File: src/rtl/wdt_pkg.sv
package wdt_pkg;

  typedef enum logic {
    SLOT_IDLE = 1'b0,
    SLOT_WAIT = 1'b1
  } slot_state_e;

  // Width of a counter that must hold 0 .. limit-1, never below one bit.
  function automatic int unsigned cnt_width(input int unsigned limit);
    int unsigned w;
    w = $clog2(limit);
    return (w < 1) ? 1 : w;
  endfunction

  // True on the last counted cycle of a window of length limit.
  function automatic logic window_last(input int unsigned cnt, input int unsigned limit);
    return cnt == (limit - 1);
  endfunction

  // Next sticky value: a new fault dominates a clear request.
  function automatic logic sticky_next(input logic cur, input logic set, input logic clr);
    return set | (cur & ~clr);
  endfunction

endpackage

File: src/rtl/wdt_slot_timer.sv
module wdt_slot_timer
  import wdt_pkg::*;
#(
  parameter int unsigned TIMEOUT = 1024
) (
  input  logic clk,
  input  logic rst_n,
  input  logic start,
  input  logic ack,
  output logic busy,
  output logic expire,
  output logic ack_hit,
  output logic force_done
);

  localparam int unsigned CW = cnt_width(TIMEOUT);

  slot_state_e     state_q;
  logic [CW-1:0]   count_q;

  // Internal events, named so the checks below can see them.
  always_comb begin
    ack_hit = (state_q == SLOT_WAIT) && !start && ack;
    expire  = (state_q == SLOT_WAIT) && !start && !ack &&
              window_last(int'(count_q), TIMEOUT);
  end

  assign busy = (state_q == SLOT_WAIT);

  always_ff @(posedge clk or negedge rst_n) begin
    if (!rst_n) begin
      state_q    <= SLOT_IDLE;
      count_q    <= '0;
      force_done <= 1'b0;
    end else begin
      force_done <= expire;
      if (start) begin
        state_q <= SLOT_WAIT;
        count_q <= '0;
      end else if (ack_hit || expire) begin
        state_q <= SLOT_IDLE;
        count_q <= '0;
      end else if (state_q == SLOT_WAIT) begin
        count_q <= count_q + 1'b1;
      end
    end
  end

  AST_COUNT_IN_WINDOW: assert property (@(posedge clk) disable iff (!rst_n)
    busy |-> (int'(count_q) < TIMEOUT));

  AST_DONE_SINGLE_PULSE: assert property (@(posedge clk) disable iff (!rst_n)
    force_done |=> !force_done);

  AST_ACK_NO_FORCE: assert property (@(posedge clk) disable iff (!rst_n)
    ack_hit |=> !force_done);

  AST_START_ARMS: assert property (@(posedge clk) disable iff (!rst_n)
    start |=> (busy && !force_done));

  AST_IDLE_ACK_INERT: assert property (@(posedge clk) disable iff (!rst_n)
    (!busy && !start) |=> (!busy && !force_done));

endmodule

File: src/rtl/wdt_err_status.sv
module wdt_err_status
  import wdt_pkg::*;
#(
  parameter int unsigned NUM_SLOTS = 2
) (
  input  logic                 clk,
  input  logic                 rst_n,
  input  logic [NUM_SLOTS-1:0] set,
  input  logic [NUM_SLOTS-1:0] clr,
  output logic [NUM_SLOTS-1:0] err
);

  for (genvar i = 0; i < NUM_SLOTS; i++) begin : g_bit
    always_ff @(posedge clk or negedge rst_n) begin
      if (!rst_n) err[i] <= 1'b0;
      else        err[i] <= sticky_next(err[i], set[i], clr[i]);
    end

    AST_ERR_HOLDS: assert property (@(posedge clk) disable iff (!rst_n)
      (err[i] && !clr[i]) |=> err[i]);

    AST_ERR_CLEARS: assert property (@(posedge clk) disable iff (!rst_n)
      (clr[i] && !set[i]) |=> !err[i]);

    AST_ERR_SETS: assert property (@(posedge clk) disable iff (!rst_n)
      set[i] |=> err[i]);

    AST_ERR_NO_SPONTANEOUS: assert property (@(posedge clk) disable iff (!rst_n)
      (!err[i] && !set[i]) |=> !err[i]);
  end

endmodule

File: src/rtl/slot_access_watchdog.sv
module slot_access_watchdog
  import wdt_pkg::*;
#(
  parameter int unsigned NUM_SLOTS = 2,
  parameter int unsigned TIMEOUT   = 1024,
  parameter int unsigned DATA_W    = 32,
  parameter logic [DATA_W-1:0] FILL_WORD = '1
) (
  input  logic                 clk,
  input  logic                 rst_n,
  input  logic [NUM_SLOTS-1:0] acc_start,
  input  logic [NUM_SLOTS-1:0] slot_ack,
  input  logic [NUM_SLOTS-1:0] err_clr,
  input  logic [NUM_SLOTS-1:0] irq_en,
  output logic [NUM_SLOTS-1:0] force_done,
  output logic [DATA_W-1:0]    fill_rdata,
  output logic [NUM_SLOTS-1:0] bus_err,
  output logic                 irq
);

  logic [NUM_SLOTS-1:0] slot_busy;
  logic [NUM_SLOTS-1:0] slot_expire;
  logic [NUM_SLOTS-1:0] slot_ack_hit;

  for (genvar i = 0; i < NUM_SLOTS; i++) begin : g_slot
    wdt_slot_timer #(
      .TIMEOUT (TIMEOUT)
    ) u_timer (
      .clk        (clk),
      .rst_n      (rst_n),
      .start      (acc_start[i]),
      .ack        (slot_ack[i]),
      .busy       (slot_busy[i]),
      .expire     (slot_expire[i]),
      .ack_hit    (slot_ack_hit[i]),
      .force_done (force_done[i])
    );

    AST_FAULT_WITH_DONE: assert property (@(posedge clk) disable iff (!rst_n)
      force_done[i] |-> bus_err[i]);

    AST_NO_DOUBLE_OUTCOME: assert property (@(posedge clk) disable iff (!rst_n)
      !(slot_expire[i] && slot_ack_hit[i]));
  end

  wdt_err_status #(
    .NUM_SLOTS (NUM_SLOTS)
  ) u_status (
    .clk   (clk),
    .rst_n (rst_n),
    .set   (slot_expire),
    .clr   (err_clr),
    .err   (bus_err)
  );

  assign irq        = |(bus_err & irq_en);
  assign fill_rdata = (|force_done) ? FILL_WORD : '0;

  AST_IRQ_GATED: assert property (@(posedge clk) disable iff (!rst_n)
    (irq_en == '0) |-> !irq);

  AST_IRQ_NEEDS_FAULT: assert property (@(posedge clk) disable iff (!rst_n)
    (bus_err == '0) |-> !irq);

  AST_FILL_QUIET: assert property (@(posedge clk) disable iff (!rst_n)
    (force_done == '0) |-> (fill_rdata == '0));

  AST_DONE_ONEHOT_SOURCE: assert property (@(posedge clk) disable iff (!rst_n)
    (|force_done) |-> $past(|slot_busy));

endmodule

File: config.mk
export PLATFORM = sky130hd
export DESIGN_NAME = slot_access_watchdog
export DESIGN_NICKNAME = d
export VERILOG_FILES = /design/src/rtl/wdt_pkg.sv /design/src/rtl/wdt_slot_timer.sv /design/src/rtl/wdt_err_status.sv /design/src/rtl/slot_access_watchdog.sv
export SDC_FILE = /design/constraint.sdc
export NUM_CORES = 1
export LEC_CHECK = 0
export ABC_AREA = 1
export BUFFER_PORTS_ARGS = -buffer_cell sky130_fd_sc_hd__buf_2
export CAP_MARGIN = 30
export CORE_MARGIN = 2
export CORE_UTILIZATION = 45
export DETAILED_ROUTE_END_ITERATION = 8
export PLACE_DENSITY = 0.71
export REMOVE_ABC_BUFFERS = 1
export SETUP_SLACK_MARGIN = 0.2
export SLEW_MARGIN = 20
export SYNTH_ARGS = -nofsm -noshare
export SYNTH_HDL_FRONTEND = slang
export SYNTH_HIERARCHICAL = 1
export SYNTH_SLANG_ARGS = --single-unit
File: constraint.sdc
create_clock -name clk -period 1.8 [get_ports clk]
set_clock_uncertainty 0.15 [all_clocks]
set_input_delay 0 -clock clk [delete_from_list [all_inputs] [get_ports clk]]
set_output_delay 0 -clock clk [all_outputs]
set_load 0.02 [all_outputs]
==> results of run 1 <==
worst paths after layout:
path,from,to,slack [ps]
max,g_slot[0].u_timer/count_q[0],g_slot[0].u_timer/count_q[0],260
min,rst_n,g_slot[0].u_timer/count_q[6],50
max reg2reg,g_slot[0].u_timer/count_q[0],g_slot[0].u_timer/count_q[0],260
min reg2reg,u_status/err[0],u_status/err[0],360
max in group asynchronous,rst_n,g_slot[1].u_timer/count_q[4],1080
min in group clk,irq_en[1],irq,150
power by group through the flow:
stage | clock network (mW) | registers, mW | logic, mW
6_report | 0.235 | 0.598 | 0.0724
5_1_grt | 0.290 | 0.600 | 0.0840
4_1_cts | 0.251 | 0.598 | 0.0714
3_5_place_dp | 0 | 0.609 | 0.0597
3_3_place_gp | 0 | 0.609 | 0.0599
2_1_floorplan | 0 | 0.608 | 0.0272
through the flow:
stage | hold slack, ps | TNS, ps | area, um^2
2_1_floorplan | -446 | -91790 | 1420
3_3_place_gp | -118 | 0 | 1720
3_5_place_dp | -120 | 0 | 1720
4_1_cts | 61.6 | 0 | 1810
5_1_grt | 84.7 | 0 | 1860
6_report | 47.2 | 0 | 1860
worst max-delay path, cell delays in order (launching register included):
cell and delay (ps):
sky130_fd_sc_hd__dfrtp_1 410, sky130_fd_sc_hd__ha_2 210, sky130_fd_sc_hd__nand2_2 80, sky130_fd_sc_hd__nor2_4 130
sky130_fd_sc_hd__nand3_2 120, sky130_fd_sc_hd__nor2_4 150, sky130_fd_sc_hd__nor2_4 80, sky130_fd_sc_hd__nand2_1 70
sky130_fd_sc_hd__nand2_1 50
per-layer routing:
metal | wire length (um) | global-route usage | part of all wire | vias up
met5 | 0 | 0 | 0 | -
met4 | 0 | 0.0399 | 0 | 0
met3 | 197 | 0.0226 | 0.072 | 0
met2 | 1200 | 0.233 | 0.44 | 56
met1 | 1330 | 0.188 | 0.49 | 573
li1 | - | - | - | 674
registers in the layout, summed over array words and instances (netlist names):
signal / count
u_status/err: 2
g_slot.u_timer/busy: 2
g_slot.u_timer/count_q: 20
g_slot.u_timer/force_done: 2
cell type report:
cell class | count | area, um^2
repair buffers | 61 | 360
fillers | 324 | 1550
clock buffers | 3 | 22.5
well taps | 46 | 57.6
flip-flops and latches | 26 | 651
multi-input cells | 134 | 691
inverters | 22 | 82.6
repair_timing:
item	in CTS	in global routing
endpoints found under the hold margin	52	0
setup endpoints to repair	32	18
pin swaps	0	5
resized for setup	1	2
buffers inserted	0	6
hold buffers	7	0
cell usage in the layout (no fill, tap or decap), drive strengths merged, types with 3 or more instances in the layout:
master       count
inv             22
dlygate4sd3      7
nor2            18
dfrtp           26
o21ai            4
xnor2            4
buf             54
nand2           86
xor2             8
clkbuf           3
nand3            6
==> summary by stage, run 1 <==
Status
The run finished with clean final reports.

Floorplanning
The die covers ~4200 um^2. In this run the count of I/O pins placed on the die edge is between 40 and 50. For this configuration, the core starts out at a cell density of 0.483.

The floorplan has 21 rows. The width of the die is approximately 65 um. Measured along the y axis, the die boundary spans about 65 um. In this run the standard cell core region covers ~3400 um^2.

Finish
For this run, the share of the core covered by cells in the final layout is 0.546. The layout overhead on the synthesized area is 13.1%. The final antenna diode count is 0. At the end of the flow, the number of nets in the layout was 260.

The number of non-filler instances in the completed layout is between 200 and 300. The share of layout cells above drive strength 1 is 0.317.

Drt
After detailed routing, the total wire length is 2720 um. The first-pass iteration count of the detailed router is 4. The routed wire length per instance is 9.32 um. After the first detailed-routing iteration, the DRC count stood at approximately 60. Using the TritonRoute via totals, the vias-per-cell ratio works out to 4.46. The count of nets left with antenna violations once routing finished came out at 0.

The via total after detailed routing is 1,303. The post-detailed-route DRC marker count is 0.

STA
Counting I/O delays and the setup requirement, the final critical path takes ~1500 ps. The maximum frequency from static timing analysis is ~0.65 GHz. The number of max-slew violations in the final report is 0.

The actual slew at the worst max-slew pin is between 500 and 600 ps. Measured against its own limit, the worst slew margin works out to 0.622. The worst path meets setup with between 200 and 300 ps of slack.

The final critical-path share of the clock period is 0.855. The number of setup violations in the final report is 0. Setup repair after global routing could not meet its margin everywhere. The number of endpoints with negative hold slack in the final report was 0.

Pwr
The power dissipated by switching net loads is 0.204 mW. For this design the static power due to leakage is ~1.1 nW. Power spread over the standard cell area amounts to between 400 and 500 nW/um^2.

The clock network fraction of design power is 0.260. The worst supply voltage drop on vdd is ~220 uV. The power consumption is around 0.91 mW. Of the total power, combinational logic draws 0.080.

The internal power component is 0.701 mW. The share of total power dissipated in sequential elements is 0.660. Of the total power, the share spent switching nets is 0.226.

Yosys
The cell count after synthesis is roughly 210. The number of warnings printed during yosys synthesis is 6. The synthesized area per cell is between 7 and 8 um^2. The area of the mapped netlist is between 1500 and 2000 um^2.

Clocking
The clock network latency to the later pin of the worst-skew pair is a little over 300 ps. The sink count of the clock tree is 26. After clock tree synthesis, the clock-pin slew on the worst setup and hold paths is ~130 ps.

The total CTS buffers is 3. The buffer depth of the longest clock path is 2. TritonCTS built the clock tree. The cell at the root of the clock tree is sky130_fd_sc_hd__clkbuf_4. The level count of the clock H-tree is 1.

Job
Max-cap violations in this run came to 0.

Placed design
Prior to clock tree synthesis, the placed netlist has a worst setup slack of around 260 ps. The HPWL reported at the end of detailed placement is approximately 2000 um. The number of I/O port buffers is 46. The placer's final routability congestion estimate is approximately 0.76. The number of cells in the design after placement is 276.

Worst setup path
The nature of the critical path endpoint is a flop. Data on the critical path arrives at its endpoint at between 1500 and 2000 ps. The critical-path maximum fanout is 9.

The type of the worst setup path is flop to flop. For the worst setup path, the data required time is about 1900 ps. The startpoint kind of the worst setup timing path is a flop. The number of cells traversed by the worst register-to-register path is 8.

Global route
The first global-routing pass estimated roughly 4700 um of wire. The maximum number of pins on one net before global-route repair is 33. After global routing the overflow that remains totals 0.

For this run, the total global-route usage over all layers was measured as 0.140. The number of global-route vias before repair is 1,096. The number of antenna violations at the first check in global routing is 0.

Worst hold path
The worst min-delay path class is input pin to asynchronous set/reset pin.
No activity file was read; power rests on OpenSTA's default activity.
==> run 2, diff against run 1 <==
--- a/config.mk
+++ b/config.mk
@@ -6,12 +6,12 @@
 export NUM_CORES = 1
 export LEC_CHECK = 0
 export ABC_AREA = 1
-export BUFFER_PORTS_ARGS = -buffer_cell sky130_fd_sc_hd__buf_2
 export CAP_MARGIN = 30
-export CORE_MARGIN = 2
+export CORE_MARGIN = 3
 export CORE_UTILIZATION = 45
+export CTS_BUF_LIST = sky130_fd_sc_hd__clkbuf_8 sky130_fd_sc_hd__clkbuf_16
 export DETAILED_ROUTE_END_ITERATION = 8
-export PLACE_DENSITY = 0.71
+export DONT_BUFFER_PORTS = 1
 export REMOVE_ABC_BUFFERS = 1
 export SETUP_SLACK_MARGIN = 0.2
 export SLEW_MARGIN = 20
==> summary by stage, run 2 (synthesized netlist as in run 1, its figures left out) <==
Worst setup path
The number of buffer and inverter stages on the critical path is 0 (unchanged). The maximum single-stage delay on the critical path was 420 ps (about the same). By startpoint and endpoint, the worst setup path is classified as flop to flop. The critical path goes through ha_4, nand2_2, nor2_4, nand3_2, nor2_4, nor2_4, nand2_1, nand2_1. The signal arrival time at the worst endpoint was 1550 ps (-50 ps). In this design, the largest share of critical-path delay is due to simple AND/OR/NAND/NOR gates.

The startpoint kind of the worst setup timing path is a flop. The critical-path maximum fanout is 9 (unchanged). For this design, the slowest cell found on the critical path is sky130_fd_sc_hd__dfrtp_1. The nature of the critical path endpoint is a flop. The cell that appears most often on the critical path is sky130_fd_sc_hd__nor2_4.

The required time reported for the critical path endpoint is 1820 ps (-40 ps).

Job
The max-capacitance violation count is 0 (unchanged).

STA
The relative slew slack is 0.713 (+0.0904). The number of setup violations in the final report is 0 (unchanged). The total negative slack for setup checks is 0 ps (unchanged). The number of endpoints with negative hold slack in the final report came to 0 (unchanged). The number of max-slew violations in the final report was 0 (unchanged). The maximum frequency from static timing analysis is 0.653 GHz (+0.55%). The final worst setup slack is 269 ps (+8.44 ps).

The actual slew at the worst max-slew pin was 432 ps (-135 ps). The final critical-path share of the clock period came to 0.851 (-0.00469). The worst hold slack came to 26.1 ps (-21.0 ps).

The clock period minus final worst setup slack is 1530 ps (-8.44 ps). Setup repair after global routing could not meet its margin everywhere.

Global route
The overall overflow remaining after global route is 0 (unchanged). The number of antenna violations at the first check in global routing is 0 (unchanged). The global-route usage over all layers is 0.141 (+0.000731). The wire length of the first global-routing pass is 4850 um (+3.4%). The number of global-route vias before repair is 1,159 (+5.7%).

The maximum number of pins on one net before global-route repair came to 27 (-18%).

Pwr
The total power divided by cell area is 592 nW/um^2 (+22%). The worst supply voltage drop on vdd came to 226 uV (+3.6%). The total leakage power is 0.895 nW (-17%).

Placed design
The setup slack after placement was 234 ps (-22.2 ps). The HPWL reported at the end of detailed placement came to 1920 um (-2.3%). The placer's final routability congestion estimate was 0.770 (+1.4%). The number of cells in the design after placement was 232 (-16%).

The number of I/O port buffers was 0 (-100%).

Worst hold path
The worst min-delay path class is input pin to output pin.

Clocking
The sink count of the clock tree is 26 (unchanged). The cell at the root of the clock tree is sky130_fd_sc_hd__clkbuf_8. The clock tree from TritonCTS is built.

The level count of the clock H-tree came to 1 (unchanged). The clock network latency to the later pin of the worst-skew pair is 270 ps (-40 ps). The clock transition at the register clock pins on the worst setup and hold paths after CTS was 90 ps (-40 ps). The total CTS buffers was 3 (unchanged). The buffer depth of the longest clock path is 2 (unchanged).

Floorplanning
The placeable core region was 3440 um^2 (+0.77%). The number of placed I/O pins came to 47 (unchanged). The site row count is 21 (unchanged).

The initial core utilization is 0.479 (-0.00369). The chip height came to 66.5 um (+3.1%). The width of the die is 66.5 um (+3.1%). The die outline area is 4430 um^2 (+6.3%).

Finish
In the layout the commonest cells are 81 x sky130_fd_sc_hd__nand2_1, 26 x sky130_fd_sc_hd__dfrtp_1, 20 x sky130_fd_sc_hd__inv_1, 10 x sky130_fd_sc_hd__buf_4. Leaving out fill and tap cells, the most frequent cell in the layout is sky130_fd_sc_hd__nand2_1. The sequential cell area was 651 um^2 (unchanged). The layout overhead on the synthesized area is 8.12%. The number of flip-flops under the largest register name came to 20 (unchanged). The final layout net count is 220 (-15%). The share of layout cells above drive strength 1 is 0.184 (-0.133). g_slot.u_timer/count_q holds more flip-flops than any other register. The number of non-filler instances in the completed layout was 253 (-13%). The utilization after layout is 0.518 (-0.0278).

The area used by multi-input combinational logic is 723 um^2 (+4.7%). The final antenna diode count was 0 (unchanged). The layout filler cell count is 340 (+4.9%).

Drt
The post-detailed-route DRC marker count is 0 (unchanged). The routed wire length per instance is 10.9 um (+17%). The remaining antenna violation count after routing came to 0 (unchanged). The starting DRC count in detailed routing is 57 (-6.6%). The first-pass iteration count of the detailed router is 4 (unchanged). The total wirelength of the detailed-routed design was 2770 um (+1.7%).

The average vias per placed instance is 4.56 (+2.1%). The via total after detailed routing is 1,153 (-12%).

Status
The run finished with clean final reports.
## run 2: metrics by stage
step	instance area [um^2]	power, mW
3_5_place_dp	1530	0.647
6_report	1780	1.06
4_1_cts	1690	1.07
3_3_place_gp	1530	0.646
2_1_floorplan	1420	0.635
5_1_grt	1780	1.09
## run 2: layout make-up
cell class / instances / area share
tap: 46 / 0.0323
clock buffer: 4 / 0.0309
inverter: 22 / 0.0463
multi-input combinational: 134 / 0.406
timing repair buffer: 21 / 0.120
sequential: 26 / 0.365
## run 2: repair_timing
action,CTS,global route
resized for setup,1,5
hold buffers,9,0
setup endpoints to repair,11,18
buffers inserted,0,8
pin swaps,0,7
endpoints found under the hold margin,52,0
## run 2: path summary, 6_finish.rpt
check	start	to	slack (ps)	cells past startpoint
max	g_slot[1].u_timer/count_q[0]	g_slot[1].u_timer/count_q[9]	270	8
max in group asynchronous	rst_n	g_slot[1].u_timer/count_q[2]	810	3
min reg2reg	g_slot[0].u_timer/count_q[3]	g_slot[0].u_timer/count_q[3]	380	2
max reg2reg	g_slot[1].u_timer/count_q[0]	g_slot[1].u_timer/count_q[9]	270	8
min	irq_en[1]	irq	30	2
min in group asynchronous	rst_n	g_slot[1].u_timer/count_q[8]	550	3
## run 2: worst reg2reg max path, delay by kind of cell, from the launching register on
kind                       cells  cell delay, ps
DFF                            1             420
adders and majority gates      1             160
and+or+nand+nor                7             700
## run 2: layer usage
metal,vias to the layer above,track usage,share of wire
li1,600,-,-
met1,513,0.178,0.45
met2,35,0.229,0.47
met3,5,0.0253,0.054
met4,0,0.0685,0.018
met5,-,0,0
## run 2: power breakdown
group | internal (mW) | switching (mW)
Clock | 0.196 | 0.188
Sequential | 0.591 | 0.00846
Combinational | 0.0318 | 0.0401
==> run 3, diff against run 2 <==
--- a/config.mk
+++ b/config.mk
@@ -5,13 +5,13 @@
 export SDC_FILE = /design/constraint.sdc
 export NUM_CORES = 1
 export LEC_CHECK = 0
-export ABC_AREA = 1
-export CAP_MARGIN = 30
+export CAP_MARGIN = 10
 export CORE_MARGIN = 3
 export CORE_UTILIZATION = 45
 export CTS_BUF_LIST = sky130_fd_sc_hd__clkbuf_8 sky130_fd_sc_hd__clkbuf_16
 export DETAILED_ROUTE_END_ITERATION = 8
 export DONT_BUFFER_PORTS = 1
+export RECOVER_POWER = 100
 export REMOVE_ABC_BUFFERS = 1
 export SETUP_SLACK_MARGIN = 0.2
 export SLEW_MARGIN = 20
==> summary by stage, run 3 <==
Job
The max-capacitance violation count was 0 (unchanged).

STA
The number of setup violations in the final report was 0 (unchanged). The number of max-slew violations in the final report is 0 (unchanged). The final critical-path share of the clock period came to 0.924 (+0.0737). The number of endpoints with negative hold slack in the final report was 0 (unchanged). The relative slew slack is 0.576 (-0.136). The final worst setup slack is 136 ps (-133 ps). The total negative slack for setup checks is 0 ps (unchanged).

Setup repair after global routing could not meet its margin everywhere. The clock period minus final worst setup slack is 1660 ps (+133 ps). The actual slew at the worst max-slew pin is 636 ps (+203 ps). The maximum frequency from static timing analysis is 0.601 GHz (-8.0%).

Worst setup path
STA classifies the critical path startpoint as a flop. The worst register-to-register path ends at g_slot[0].u_timer/count_q[1]. The most critical setup path has its endpoint at g_slot[0].u_timer/count_q[1].

The required time reported for the critical path endpoint is 1870 ps (+50 ps). The signal on the critical path passes through ha_1, and3_4, a41oi_4, clkbuf_4, a22o_1. In this run the worst setup path begins at g_slot[0].u_timer/count_q[1].

The maximum single-stage delay on the critical path was 410 ps (about the same). The register-to-register setup slack was 140 ps (-130 ps). The signal arrival time at the worst endpoint is 1740 ps (+190 ps).

The number of cells traversed by the worst register-to-register path is 5 (-3). The critical path in this run is classified as flop to flop. The critical-path maximum fanout is 8 (-1). Among all stages on the critical path, the largest delay is contributed by sky130_fd_sc_hd__dfrtp_1. The worst setup path is captured at a flop.

The source of the worst register-to-register timing path is g_slot[0].u_timer/count_q[1].

Pwr
The fraction of power consumed by combinational cells is 0.088 (+0.020). The sequential group share of total power was 0.499 (-0.069). The worst supply voltage drop on vdd came to 276 uV (+22%). The total leakage power is 0.825 nW (-7.8%). The clock network fraction of design power is 0.414 (+0.050). The switching share of power was 0.212 (-0.0121). The internal power component is 0.941 mW (+15%). The total power divided by cell area was 680 nW/um^2 (+15%).

The power dissipated by switching net loads is 0.254 mW (+7.2%). The power consumption was 1.19 mW (+13%).

Finish
The final cell area excluding filler cells came to 1760 um^2 (-1.5%). The number of non-filler instances in the completed layout is 211 (-17%). The most common cell after layout, fill and taps aside is sky130_fd_sc_hd__dfrtp_1. The most flop-heavy register is g_slot.u_timer/count_q.

The share of layout cells above drive strength 1 is 0.293 (+0.110). The top cell types in the final layout, fill and taps aside, are 23 x sky130_fd_sc_hd__dfrtp_1, 19 x sky130_fd_sc_hd__buf_4, 18 x sky130_fd_sc_hd__o21ai_0, 12 x sky130_fd_sc_hd__nand2_1. The final antenna diode count was 0 (unchanged). The layout overhead on the synthesized area is 11.6%. The final layout net count is 180 (-18%). The number of flip-flops under the largest register name is 20 (unchanged).

Drt
The via total after detailed routing is 1,157 (+0.35%). The routed wire length per instance was 14.8 um (+35%). The average vias per placed instance is 5.48 (+20%). The starting DRC count in detailed routing is 67 (+18%). The post-detailed-route DRC marker count is 0 (unchanged). The first-pass iteration count of the detailed router is 4 (unchanged). The total wirelength of the detailed-routed design is 3120 um (+13%). The remaining antenna violation count after routing is 0 (unchanged).

Yosys
The distinct cell type count after synthesis is 31. The synthesized area per cell was 9.66 um^2 (+25%). The area of the mapped netlist is 1570 um^2 (-4.6%). By count the netlist is led by 31 x sky130_fd_sc_hd__buf_4, 26 x sky130_fd_sc_hd__dfrtp_1, 16 x sky130_fd_sc_hd__o21ai_0, 12 x sky130_fd_sc_hd__nand2_1. The share of synthesized flip-flops with an asynchronous set or reset is 1.00. The number of synthesized flops with an enable pin is 0. The cell type with the largest total area after synthesis is sky130_fd_sc_hd__dfrtp_1. Yosys instantiated no cell more often than sky130_fd_sc_hd__buf_4. After synthesis, the cell types taking the most area are sky130_fd_sc_hd__dfrtp_1 41%, sky130_fd_sc_hd__buf_4 15%, sky130_fd_sc_hd__o21ai_0 5.1%, sky130_fd_sc_hd__a41oi_4 3.5%, sky130_fd_sc_hd__nand2_1 2.9%. The share of the yosys chip area belonging to registers is 0.413. Synthesis inferred 26 register bits. The share of synthesized area in the top cell type comes to 0.413.

The number of warnings printed during yosys synthesis is 6 (unchanged). The cell count after synthesis is 163 (-23%). The most used flip-flop cell after synthesis is sky130_fd_sc_hd__dfrtp_1.

Global route
The wire length of the first global-routing pass came to 4950 um (+2.1%). The overall overflow remaining after global route is 0 (unchanged). The global-route usage over all layers is 0.152 (+0.0112). The maximum number of pins on one net before global-route repair was 27 (unchanged). The number of antenna violations at the first check in global routing came to 0 (unchanged). The number of global-route vias before repair came to 1,082 (-6.6%).

Floorplanning
The die outline area is 4240 um^2 (-4.1%). The site row count is 20 (-4.8%). The placeable core region is 3200 um^2 (-6.9%).

The width of the die was 65.1 um (-2.1%). The chip height was 65.1 um (-2.1%). The number of placed I/O pins came to 47 (unchanged). The initial core utilization is 0.491 (+0.0123).

Placed design
The setup slack after placement came to 35.7 ps (-198 ps). The number of cells in the design after placement came to 175 (-25%). The placer's final routability congestion estimate is 0.833 (+8.2%).

The placed instance area was 1420 um^2 (-7.2%). The number of I/O port buffers was 0 (unchanged). The HPWL reported at the end of detailed placement came to 1950 um (+1.7%).

Clocking
The total CTS buffers is 3 (unchanged). The sink count of the clock tree is 26 (unchanged). The cell sitting at the root of the clock tree is a sky130_fd_sc_hd__clkbuf_8. The clock network latency to the later pin of the worst-skew pair is 280 ps (about the same). The clock tree from TritonCTS is built. The level count of the clock H-tree is 1 (unchanged). The clock transition at the register clock pins on the worst setup and hold paths after CTS is 100 ps (about the same). The buffer depth of the longest clock path is 2 (unchanged).

Status
The flow ran to the end, and the final reports show no timing, DRC or antenna violations.

Worst hold path
The tightest min-delay check is of the input pin to flop type.
==> run 3: changes by cell type in the layout (fill, tap and decap cells not counted), moves of 6 or more <==
| cell | change |
|---|---|
| sky130_fd_sc_hd__nand2_1 | -69 |
| sky130_fd_sc_hd__inv_1 | -16 |
| sky130_fd_sc_hd__o21ai_0 | +16 |
| sky130_fd_sc_hd__buf_4 | +9 |
| sky130_fd_sc_hd__nor2_4 | -6 |
| sky130_fd_sc_hd__xor2_1 | -6 |
==> run 3: final cells by class <==
cell class,count,area [um^2]
flip-flops and latches,26,654
clock inverters,1,30.0
clock buffers,3,41.3
repair buffers,35,293
multi-input cells,98,668
inverters,4,15.0
well taps,44,55.1
fillers,295,1450
==> run 3: kinds of logic (layout without fill, tap and decap cells) <==
group | after synthesis | in the layout | synth area share
adders and majority gates | 2 | 2 | 0.0159
buffers and inverters | 39 | 43 | 0.178
muxes | 2 | 2 | 0.0143
and+or+nand+nor | 55 | 55 | 0.200
AOI/OAI and AO/OA | 37 | 37 | 0.168
DFF | 26 | 26 | 0.413
xor gates and xnor gates | 2 | 2 | 0.0111
==> run 3: through the flow <==
step	hold slack, ps	utilization
3_5_place_dp	-445	0.444
4_1_cts	71.2	0.527
5_1_grt	30.3	0.548
2_1_floorplan	-446	-
3_3_place_gp	-445	0.444
6_report	11.3	0.548
==> run 3: power groups by stage <==
stage                     sequential (mW)  combinational [mW]  clock (mW)
after floorplan                     0.608              0.0390           0
after CTS                           0.596               0.103       0.506
final                               0.596               0.105       0.494
after detailed placement            0.610              0.0494           0
after global routing                0.597               0.116       0.533
after global placement              0.609              0.0476           0
==> run 3: layer usage <==
layer  wire length [um]  GRT usage  vias up
li1                   -          -      560
met1               1360      0.185      553
met2               1490      0.258       38
met3                203     0.0256        6
met4                 59     0.0777        0
met5                  0          0        -
==> run 3: repair_timing <==
action                                  4_1_cts  5_1_grt
endpoints found under the setup margin       19       18
resized for setup                             9       11
pin swaps                                     4        5
setup buffers                                10       11
hold buffers                                  9        2
endpoints found under the hold margin        52        2
==> run 3: critical path: cells and delay by family (launching register included) <==
family,cells,cell delay [ps]
AND/OR/NAND/NOR,1,180
AO/OA/AOI/OAI,2,440
buffers and inverters,1,200
flip-flops,1,410
adder cells (fa/ha/maj),1,230
==> run 3: worst min-delay path by stage <==
stage,from,endpoint,slack (ps),depth (start not counted)
after floorplan,rst_n,g_slot[0].u_timer/busy,-450,0
after global placement,rst_n,g_slot[0].u_timer/count_q[7],-440,0
after detailed placement,rst_n,g_slot[0].u_timer/count_q[7],-450,0
after CTS,irq_en[1],irq,70,1
after global routing,acc_start[1],g_slot[1].u_timer/busy,30,2
final,acc_start[0],g_slot[0].u_timer/busy,10,2
